--- src/rtl/adc_spi_pkg.sv ---
package adc_spi_pkg;

   typedef enum logic [1:0] {
      ST_IDLE  = 2'd0,
      ST_FRAME = 2'd1,
      ST_GAP   = 2'd2
   } adc_state_e;

   // Command bits that follow the start bit, in transmit order.
   typedef struct packed {
      logic single_end;
      logic chan_odd;
      logic msb_first;
   } adc_cfg_t;

endpackage

--- src/rtl/adc_spi_tick.sv ---
// Half-period divider: pulses once every HALF_DIV cycles while run_i is high.
module adc_spi_tick #(
   parameter int HALF_DIV = 4
) (
   input  logic clk,
   input  logic rst_n,
   input  logic run_i,
   output logic tick_o
);
   localparam int CW = (HALF_DIV > 1) ? $clog2(HALF_DIV) : 1;
   localparam logic [CW-1:0] LAST = CW'(HALF_DIV - 1);

   logic [CW-1:0] cnt_q;

   assign tick_o = run_i && (cnt_q == LAST);

   always_ff @(posedge clk or negedge rst_n) begin
      if (!rst_n) begin
         cnt_q <= '0;
      end else if (!run_i || tick_o) begin
         cnt_q <= '0;
      end else begin
         cnt_q <= cnt_q + 1'b1;
      end
   end

   assert_tick_range_R10 : assert property (@(posedge clk) disable iff (!rst_n)
      cnt_q <= LAST);

endmodule

--- src/rtl/adc_spi_shift.sv ---
// Bit engine: walks the frame in half periods, shifts MOSI on falls, samples MISO on rises.
module adc_spi_shift #(
   parameter int FRAME_BITS = 24,
   parameter int RES_W      = 12
) (
   input  logic                  clk,
   input  logic                  rst_n,
   input  logic                  load_i,
   input  logic [FRAME_BITS-1:0] cmd_i,
   input  logic                  tick_i,
   input  logic                  active_i,
   input  logic                  miso_i,
   output logic                  mosi_o,
   output logic                  rise_o,
   output logic                  fall_o,
   output logic                  last_o,
   output logic [RES_W-1:0]      rx_o
);
   localparam int BW = $clog2(FRAME_BITS);
   localparam logic [BW-1:0] LAST_BIT = BW'(FRAME_BITS - 1);

   logic                  half_q;
   logic [BW-1:0]         bit_q;
   logic [FRAME_BITS-1:0] tx_q;
   logic [RES_W-1:0]      rx_q;
   logic                  mosi_q;

   assign rise_o = active_i && tick_i && !half_q;
   assign fall_o = active_i && tick_i &&  half_q;
   assign last_o = fall_o && (bit_q == LAST_BIT);
   assign mosi_o = mosi_q;
   assign rx_o   = rx_q;

   always_ff @(posedge clk or negedge rst_n) begin
      if (!rst_n) begin
         half_q <= 1'b0;
         bit_q  <= '0;
         tx_q   <= '0;
         rx_q   <= '0;
         mosi_q <= 1'b0;
      end else if (load_i) begin
         half_q <= 1'b0;
         bit_q  <= '0;
         mosi_q <= cmd_i[FRAME_BITS-1];
         tx_q   <= {cmd_i[FRAME_BITS-2:0], 1'b0};
      end else if (rise_o) begin
         half_q <= 1'b1;
         rx_q   <= {rx_q[RES_W-2:0], miso_i};
      end else if (fall_o) begin
         half_q <= 1'b0;
         if (last_o) begin
            mosi_q <= 1'b0;
         end else begin
            mosi_q <= tx_q[FRAME_BITS-1];
            tx_q   <= {tx_q[FRAME_BITS-2:0], 1'b0};
            bit_q  <= bit_q + 1'b1;
         end
      end
   end

   // the transmit bit never moves during a high half period
   assert_mosi_hold_R4 : assert property (@(posedge clk) disable iff (!rst_n)
      (rise_o && !load_i) |=> $stable(mosi_o));

endmodule

--- src/rtl/adc_byte_spi_rd.sv ---
module adc_byte_spi_rd #(
   parameter int HALF_DIV = 4,
   parameter int BYTE_W   = 8,
   parameter int N_BYTES  = 3,
   parameter int RES_W    = 12
) (
   input  logic             clk,
   input  logic             rst_n,
   input  logic             start_i,
   input  logic             single_end_i,
   input  logic             chan_odd_i,
   input  logic             msb_first_i,
   input  logic             idle_high_i,
   input  logic             miso_i,
   output logic             cs_n_o,
   output logic             sclk_o,
   output logic             mosi_o,
   output logic             busy_o,
   output logic             done_o,
   output logic [RES_W-1:0] result_o
);
   import adc_spi_pkg::*;

   localparam int FRAME_BITS = BYTE_W * N_BYTES;
   localparam int CFG_W      = $bits(adc_cfg_t);
   localparam int START_POS  = FRAME_BITS - BYTE_W;
   localparam int GAP_MIN    = 2 * HALF_DIV;
   localparam int EW         = $clog2(FRAME_BITS + 1);
   localparam int GW         = $clog2(GAP_MIN + 1);

   generate
      if (HALF_DIV < 1) begin : g_bad_div
         $error("HALF_DIV must be at least 1");
      end
      if (N_BYTES < 2) begin : g_bad_bytes
         $error("frame needs at least two bytes");
      end
      if (RES_W + 1 > FRAME_BITS - BYTE_W - CFG_W) begin : g_bad_res
         $error("result and null bit overlap the command");
      end
   endgenerate

   adc_state_e             state_q;
   logic                   cs_q, sclk_q, busy_q, done_q, cpol_q, gap_q;
   logic [RES_W-1:0]       res_q;
   logic [FRAME_BITS-1:0]  cmd;
   adc_cfg_t               cfg;
   logic                   accept, tick, rise, fall, last;
   logic [RES_W-1:0]       rx;

   assign cfg    = '{single_end: single_end_i, chan_odd: chan_odd_i, msb_first: msb_first_i};
   assign accept = (state_q == ST_IDLE) && start_i;

   always_comb begin
      cmd                               = '0;
      cmd[START_POS]                    = 1'b1;
      cmd[START_POS-1 -: CFG_W]         = cfg;
   end

   adc_spi_tick #(.HALF_DIV(HALF_DIV)) u_tick (
      .clk    (clk),
      .rst_n  (rst_n),
      .run_i  (state_q != ST_IDLE),
      .tick_o (tick)
   );

   adc_spi_shift #(.FRAME_BITS(FRAME_BITS), .RES_W(RES_W)) u_shift (
      .clk      (clk),
      .rst_n    (rst_n),
      .load_i   (accept),
      .cmd_i    (cmd),
      .tick_i   (tick),
      .active_i (state_q == ST_FRAME),
      .miso_i   (miso_i),
      .mosi_o   (mosi_o),
      .rise_o   (rise),
      .fall_o   (fall),
      .last_o   (last),
      .rx_o     (rx)
   );

   always_ff @(posedge clk or negedge rst_n) begin
      if (!rst_n) begin
         state_q <= ST_IDLE;
         cs_q    <= 1'b1;
         sclk_q  <= 1'b0;
         busy_q  <= 1'b0;
         done_q  <= 1'b0;
         cpol_q  <= 1'b0;
         gap_q   <= 1'b0;
         res_q   <= '0;
      end else begin
         done_q <= 1'b0;
         unique case (state_q)
            ST_IDLE: begin
               sclk_q <= idle_high_i;
               if (start_i) begin
                  state_q <= ST_FRAME;
                  cs_q    <= 1'b0;
                  sclk_q  <= 1'b0;
                  busy_q  <= 1'b1;
                  cpol_q  <= idle_high_i;
               end
            end
            ST_FRAME: begin
               if (rise) begin
                  sclk_q <= 1'b1;
               end else if (last) begin
                  state_q <= ST_GAP;
                  cs_q    <= 1'b1;
                  sclk_q  <= cpol_q;
                  done_q  <= 1'b1;
                  res_q   <= rx;
                  gap_q   <= 1'b0;
               end else if (fall) begin
                  sclk_q <= 1'b0;
               end
            end
            ST_GAP: begin
               if (tick) begin
                  if (gap_q) begin
                     state_q <= ST_IDLE;
                     busy_q  <= 1'b0;
                  end else begin
                     gap_q <= 1'b1;
                  end
               end
            end
            default: state_q <= ST_IDLE;
         endcase
      end
   end

   assign cs_n_o   = cs_q;
   assign sclk_o   = sclk_q;
   assign busy_o   = busy_q;
   assign done_o   = done_q;
   assign result_o = res_q;

   // ---------------- checker state ----------------
   logic          sclk_d, armed_q;
   logic [EW-1:0] edge_cnt;
   logic [GW-1:0] hi_cnt;

   always_ff @(posedge clk or negedge rst_n) begin
      if (!rst_n) begin
         sclk_d   <= 1'b0;
         armed_q  <= 1'b0;
         edge_cnt <= '0;
         hi_cnt   <= GW'(GAP_MIN);
      end else begin
         sclk_d  <= sclk_o;
         armed_q <= 1'b1;
         if (cs_n_o) edge_cnt <= '0;
         else if (sclk_o && !sclk_d) edge_cnt <= edge_cnt + 1'b1;
         if (!cs_n_o) hi_cnt <= '0;
         else if (hi_cnt < GW'(GAP_MIN)) hi_cnt <= hi_cnt + 1'b1;
      end
   end

   assert_edge_count_R1 : assert property (@(posedge clk) disable iff (!rst_n)
      $rose(cs_n_o) |-> (edge_cnt == EW'(FRAME_BITS)));

   assert_mosi_steady_R4 : assert property (@(posedge clk) disable iff (!rst_n)
      (!cs_n_o && sclk_o && $past(!cs_n_o && sclk_o)) |-> $stable(mosi_o));

   assert_idle_level_R5 : assert property (@(posedge clk) disable iff (!rst_n)
      (armed_q && !busy_o && $past(!busy_o)) |-> (sclk_o == $past(idle_high_i)));

   assert_done_pulse_R7 : assert property (@(posedge clk) disable iff (!rst_n)
      done_o |=> !done_o);

   assert_done_cs_R7 : assert property (@(posedge clk) disable iff (!rst_n)
      done_o |-> (cs_n_o && $past(!cs_n_o)));

   assert_ignore_start_R8 : assert property (@(posedge clk) disable iff (!rst_n)
      (busy_o && start_i) |=> !$fell(cs_n_o));

   assert_gap_len_R9 : assert property (@(posedge clk) disable iff (!rst_n)
      $fell(cs_n_o) |-> (hi_cnt >= GW'(GAP_MIN)));

endmodule

--- config.mk ---
export PLATFORM = sky130hd
export DESIGN_NAME = adc_byte_spi_rd
export DESIGN_NICKNAME = d
export VERILOG_FILES = /design/src/rtl/adc_spi_pkg.sv /design/src/rtl/adc_spi_tick.sv /design/src/rtl/adc_spi_shift.sv /design/src/rtl/adc_byte_spi_rd.sv
export SDC_FILE = /design/constraint.sdc
export NUM_CORES = 1
export LEC_CHECK = 0
export BUFFER_PORTS_ARGS = -buffer_cell sky130_fd_sc_hd__buf_2
export CAP_MARGIN = 5
export CORE_MARGIN = 8
export CORE_UTILIZATION = 29
export CTS_BUF_LIST = sky130_fd_sc_hd__clkbuf_4
export DETAILED_ROUTE_END_ITERATION = 10
export GPL_ROUTABILITY_DRIVEN = 0
export HOLD_SLACK_MARGIN = 0.08
export PLACE_DENSITY_LB_ADDON = 0.15
export SLEW_MARGIN = 20
export SYNTH_ARGS = -nofsm -noshare
export SYNTH_HDL_FRONTEND = slang
export SYNTH_SLANG_ARGS = --single-unit
--- constraint.sdc ---
create_clock -name clk -period 2.4 [get_ports clk]
set_input_delay 0.24 -clock clk [delete_from_list [all_inputs] [get_ports clk]]
set_output_delay 0.24 -clock clk [all_outputs]
set_load 0.05 [all_outputs]
# == Yosys cells after proc, flatten, opt, wreduce, memory -nomap -nowiden ==
# Cells that the tools add are included.
# word_totals
out_inout_bits,17
register_bits,65
mem_bits_rw,0
n_memories,0
latchBits,0
romBits,0
# op_classes
n_mul,0
n_div,0
bitwise_logic,2
reduce_logical,26
eq_ne,12
muxes,41
shift,0
order_cmp,0
add_sub_neg,2
# ops
operator,n
24-bit 2-to-1 mux,4
1-bit 2-to-1 mux,22
5-bit 2-to-1 mux,4
2-bit 2-to-1 mux,6
"2-bit inequality test, second input constant",6
4-bit AND reduction,3
2-bit nonzero test,5
1-bit case mux with 2 select lines,4
2-bit AND reduction,4
1-bit logical AND,6
2-bit case mux with 3 select lines,1
3-bit AND reduction,2
"5-bit by 1-bit adder with 5-bit output, second input constant",1
"5-bit == test, second input constant",1
5-bit AND reduction,1
"2-bit == test, second input constant",2
"4-bit inequality test, second input constant",1
3-bit nonzero test,1
"2-bit by 1-bit adder with 2-bit output, second input constant",1
"2-bit by 1-bit == test with 1-bit output, second input constant",1
1-bit logical NOT,2
2-bit logical NOT,1
"2-bit by 1-bit inequality test with 1-bit output, second input constant",1
1-bit inverter,2
1-bit logical OR,1

# == Longest topological paths before layout ==
# depth
ltp_word,9
ltp_mapped,6
mapped_depth_nobuf,4

# == Hierarchy ==
# From an unflattened synthesis, not the netlist that was laid out.
# unflattened
hier_cells,265
area_unflattened_um2,2947.8
# by_module_without_submodules
module,area_each_um2,cells_per_inst,instances
adc_spi_shift,1985.7,196,1
adc_byte_spi_rd,870.8,63,1
adc_spi_tick,91.3,6,1

# == Worst setup path before layout ==
# OpenSTA, ideal clock, no wires.
# synth_path
path_type,flip-flop to flip-flop
start,reg u_shift.bit_q[0]
end,"reg res_q[0], in the netlist result_o[0]"
arrival_ps,1499
setup_time_ps,125
setup_slack_ps,776
required_time_ps,2275
n_path_buf,1
stages_incl_launch_ff,6
path_cell_list,dfrtp_1 -> ha_1 -> nand4b_1 -> nor2_2 -> buf_4 -> mux2_2
# synth_via
elab_chain_len,3
# synth_rtl
item,line,source
start: declaration,adc_spi_shift.sv:23,logic [BW-1:0] bit_q;
start signal: assignment,adc_spi_shift.sv:56,bit_q <= bit_q + 1'b1;
5-bit == test,adc_spi_shift.sv:30,assign last_o = fall_o && (bit_q == LAST_BIT);
1-bit logical AND,adc_spi_shift.sv:30,
3-bit AND reduction (no source line),-,
end signal: assignment,adc_byte_spi_rd.sv:113,res_q <= rx;
end: declaration,adc_byte_spi_rd.sv:45,logic [RES_W-1:0] res_q;
# Every way passes these cells.
# A chain may end at the register's enable or synchronous reset.

# == Worst setup path in the final report ==
# layout_path
start,reg u_tick.cnt_q[0]
end,"reg u_shift.rx_q[0], in the netlist u_shift.rx_o[0]"
# layout_via
elab_chain_len,5
# layout_rtl
item,line,source
start: declaration,adc_spi_tick.sv:13,logic [CW-1:0] cnt_q;
start signal: assignment,adc_spi_tick.sv:23,cnt_q <= cnt_q + 1'b1;
2-bit == test,adc_spi_tick.sv:15,assign tick_o = run_i && (cnt_q == LAST);
1-bit logical AND,adc_spi_tick.sv:15,
1-bit logical AND (2 in series),adc_spi_shift.sv:28,assign rise_o = active_i && tick_i && !half_q;
2-bit AND reduction (no source line),-,
end signal: assignment,adc_spi_shift.sv:48,"rx_q <= {rx_q[RES_W-2:0], miso_i};"
end: declaration,adc_spi_shift.sv:25,logic [RES_W-1:0] rx_q;
# Every way passes these cells.

==> impl_metrics.py <==
metrics = {
    "outcome": {
        "status": "complete, no violations",
    },
    "clocking": {
        "clock_path_buffers": 2,
        "cts_max_level": 2,
        "clock_sinks": 51,
        "clkSlewWorstSetupHoldPaths_ns": 0.15,
        "root_buffer": "clkbuf_4",
        "cts_tree": "yes",
        "cts_made_buffers": 5,
        "clk_latency_ns": 0.39,
    },
    "sta": {
        "skew_ns": 0.02550,
        "period_share_pct": 78.84,
        "hold_violations": 0,
        "setup_viol": 0,
        "fin_crit_ns": 1.892,
        "worstMarginPinSlew_ns": 0.7842,
        "finalMaxSlewViolations": 0,
        "setup-tns-final_ns": 0,
        "slew_headroom_pct": 47.72,
        "grt_setup_unrepaired": "false",
        "max_freq_mhz": 528.5,
    },
    "global_routing": {
        "grt_max_degree": 36,
        "grtUsageTotal_pct": 9.251,
        "grt_antenna_before_repair": 0,
        "grt_pass1_wl_um": 7672,
        "grt_pass1_vias": 1539,
        "overflow": 0,
    },
    "detailed_routing": {
        "first_iter_violations": 90,
        "vias": 1523,
        "routed_wl_um": 4433,
        "via_per_inst": 4.820,
        "dr.pass1.iters": 4,
        "wire_per_inst_um": 14.03,
        "drc": 0,
        "drtAntennaViolNets": 0,
    },
    "synth": {
        "synth-edff-count": 0,
        "ys_types": 36,
        "synth_area_leaders": "dfrtp_1, mux2_2, a21oi_1",
        "synthCells": 186,
        "synth_top_area_share_pct": 57.24,
        "avgSynthCellArea_sq_um": 11.75,
        "synth-seq-area-share_pct": 58.44,
        "synth_area_sq_um": 2186,
        "synth_nets": 196,
        "yosys_warnings": 0,
        "synth_flop_cell": "dfrtp_1",
        "synth-seq-cells": 51,
        "synth.most_common_cell": "dfrtp_1",
        "synth_top_cell_by_area": "dfrtp_1",
        "netlist_top_cells_count": "dfrtp_1, mux2_2, a21oi_1",
        "async_flop_share_pct": 100.0,
    },
    "critical_path": {
        "cp.arrival_ns": 2.16,
        "startpoint_type": "register",
        "critPathMaxFanout": 12,
        "cp-end-kind": "register",
        "worstSetupPathType": "reg -> reg",
        "reg2reg_from": "u_tick.cnt_q[0]",
        "r2r_cells": 5,
        "worstPathRequired_ns": 2.67,
        "timing.rr.end": "u_shift.rx_o[0]",
        "ff2ff_setup_slack_ns": 0.51,
    },
    "cells_and_area": {
        "utilization_pct": 34.69,
        "nFillCells": 776,
        "diodes": 0,
        "nets": 226,
        "area_growth_pct": 15.74,
        "drive_gt1_share_pct": 31.34,
        "seqCellArea_sq_um": 1277,
        "final_area_sq_um": 2530,
        "multi_input_area_sq_um": 830.8,
    },
    "die": {
        "die_w_um": 102.8,
        "placementRows": 31,
        "dieArea_sq_um": 10570,
        "core_sq_um": 7292,
        "io_pins": 25,
        "die_h_um": 102.8,
        "start_util_pct": 29.98,
    },
    "placement": {
        "port_buffers": 24,
        "placed_area_sq_um": 2424,
        "dp_hpwl_um": 2971,
    },
    "worst_hold_path": {
        "worstHoldStart": "miso_i",
        "hold_end": "u_shift.rx_o[0]",
        "worstHoldPathType": "in -> reg",
        "whs_path_depth": 2,
    },
    "pwr": {
        "p_leak_uw": 0.001189,
        "powerDensity_nw_per_um2": 822.9,
        "max-vdd-ir-drop_mv": 0.3524,
        "p_total_uw": 2082,
    },
    "job": {
        "max-cap-violations": 0,
    },
}
## state kept, by name (all words and copies together) (netlist names)
name            cells
busy_o              1
cpol_q              1
cs_n_o              1
done_o              1
gap_q               1
result_o           12
sclk_o              1
state_q             2
u_shift.bit_q       5
u_shift.half_q      1
u_shift.mosi_o      1
u_shift.rx_o       12
u_shift.tx_q       10
u_tick.cnt_q        2
## per-stage QoR
step                      std cells  setup slack, ns  hold WS, ns
after floorplan                 186           0.7764     -0.05559
after global placement          304           0.5766       0.3721
after detailed placement        304           0.5298       0.3764
after CTS                       316           0.5042      0.08716
after global routing            316           0.3159      0.08868
final                           316           0.5079       0.1088
## power by group
group          switching [uW]  internal (uW)  leakage, uW
Combinational             303            204     0.000473
Clock                     305            126    0.0000373
Sequential                140           1000     0.000679
Total                     748           1330      0.00119
## critical path: stages (launching register included)
cell	delay, ns
dfrtp_1	0.38
ha_1	0.42
nor3b_1	0.29
and2_1	0.16
buf_4	0.20
mux2_2	0.35
## kinds of logic after synthesis
logic type                 count (synthesis)  synth area share (%)
adders and majority gates                  2                 1.145
muxes                                     24                 12.36
AOI/OAI and AO/OA                         45                 11.85
buffers and inverters                     17                 3.549
and+or+nand+nor                           47                 12.65
DFF                                       51                 58.44
## layout by cell type, fill, tap and decap left out, types with 2 or more instances in the layout
cell / count
inv_1: 5
clkbuf_4: 5
a21oi_1: 17
or3_1: 2
a31oi_1: 2
ha_1: 2
o21ai_0: 16
clkinv_4: 2
dlygate4sd3_1: 4
nand2_1: 10
nor3b_1: 3
buf_2: 24
nor2_1: 6
o31ai_1: 2
nand3_1: 14
dfrtp_1: 50
buf_4: 7
and4b_1: 2
mux2_2: 24
## cell type report
| class | count | area share (%) |
|---|---|---|
| Clock buffer | 5 | 1.484 |
| Timing Repair Buffer | 35 | 8.408 |
| Tap cell | 99 | 4.896 |
| Multi-Input combinational cell | 118 | 32.84 |
| Inverter | 5 | 0.7418 |
| Clock inverter | 3 | 1.137 |
| Sequential cell | 51 | 50.49 |
## layer usage
metal	vias up	part of all wire, %	GRT usage [%]
met5	-	0	0
met4	0	1.8	4.004
met3	5	4.0	2.093
met2	28	45	13.99
met1	752	49	12.36
li1	738	-	-
## repair_timing
action / 4_1_cts / 5_1_grt
resized for setup: 0 / 0
hold buffers: 4 / 0
setup buffers: 0 / 0
hold endpoints to repair: 35 / 0
## worst max path at each step
stage               slack [ns]        startpoint          endpoint  cells past startpoint
floorplan                 0.78  u_shift.bit_q[0]       result_o[0]                      5
global placement          0.58   u_tick.cnt_q[0]   u_shift.rx_o[7]                      5
finish                    0.51   u_tick.cnt_q[0]   u_shift.rx_o[0]                      5
detailed placement        0.53   u_tick.cnt_q[0]   u_shift.rx_o[0]                      5
global route              0.32   u_tick.cnt_q[0]   u_shift.rx_o[0]                      5
CTS                       0.50   u_tick.cnt_q[0]  u_shift.rx_o[11]                      5
(Power assumes the default switching activity.)
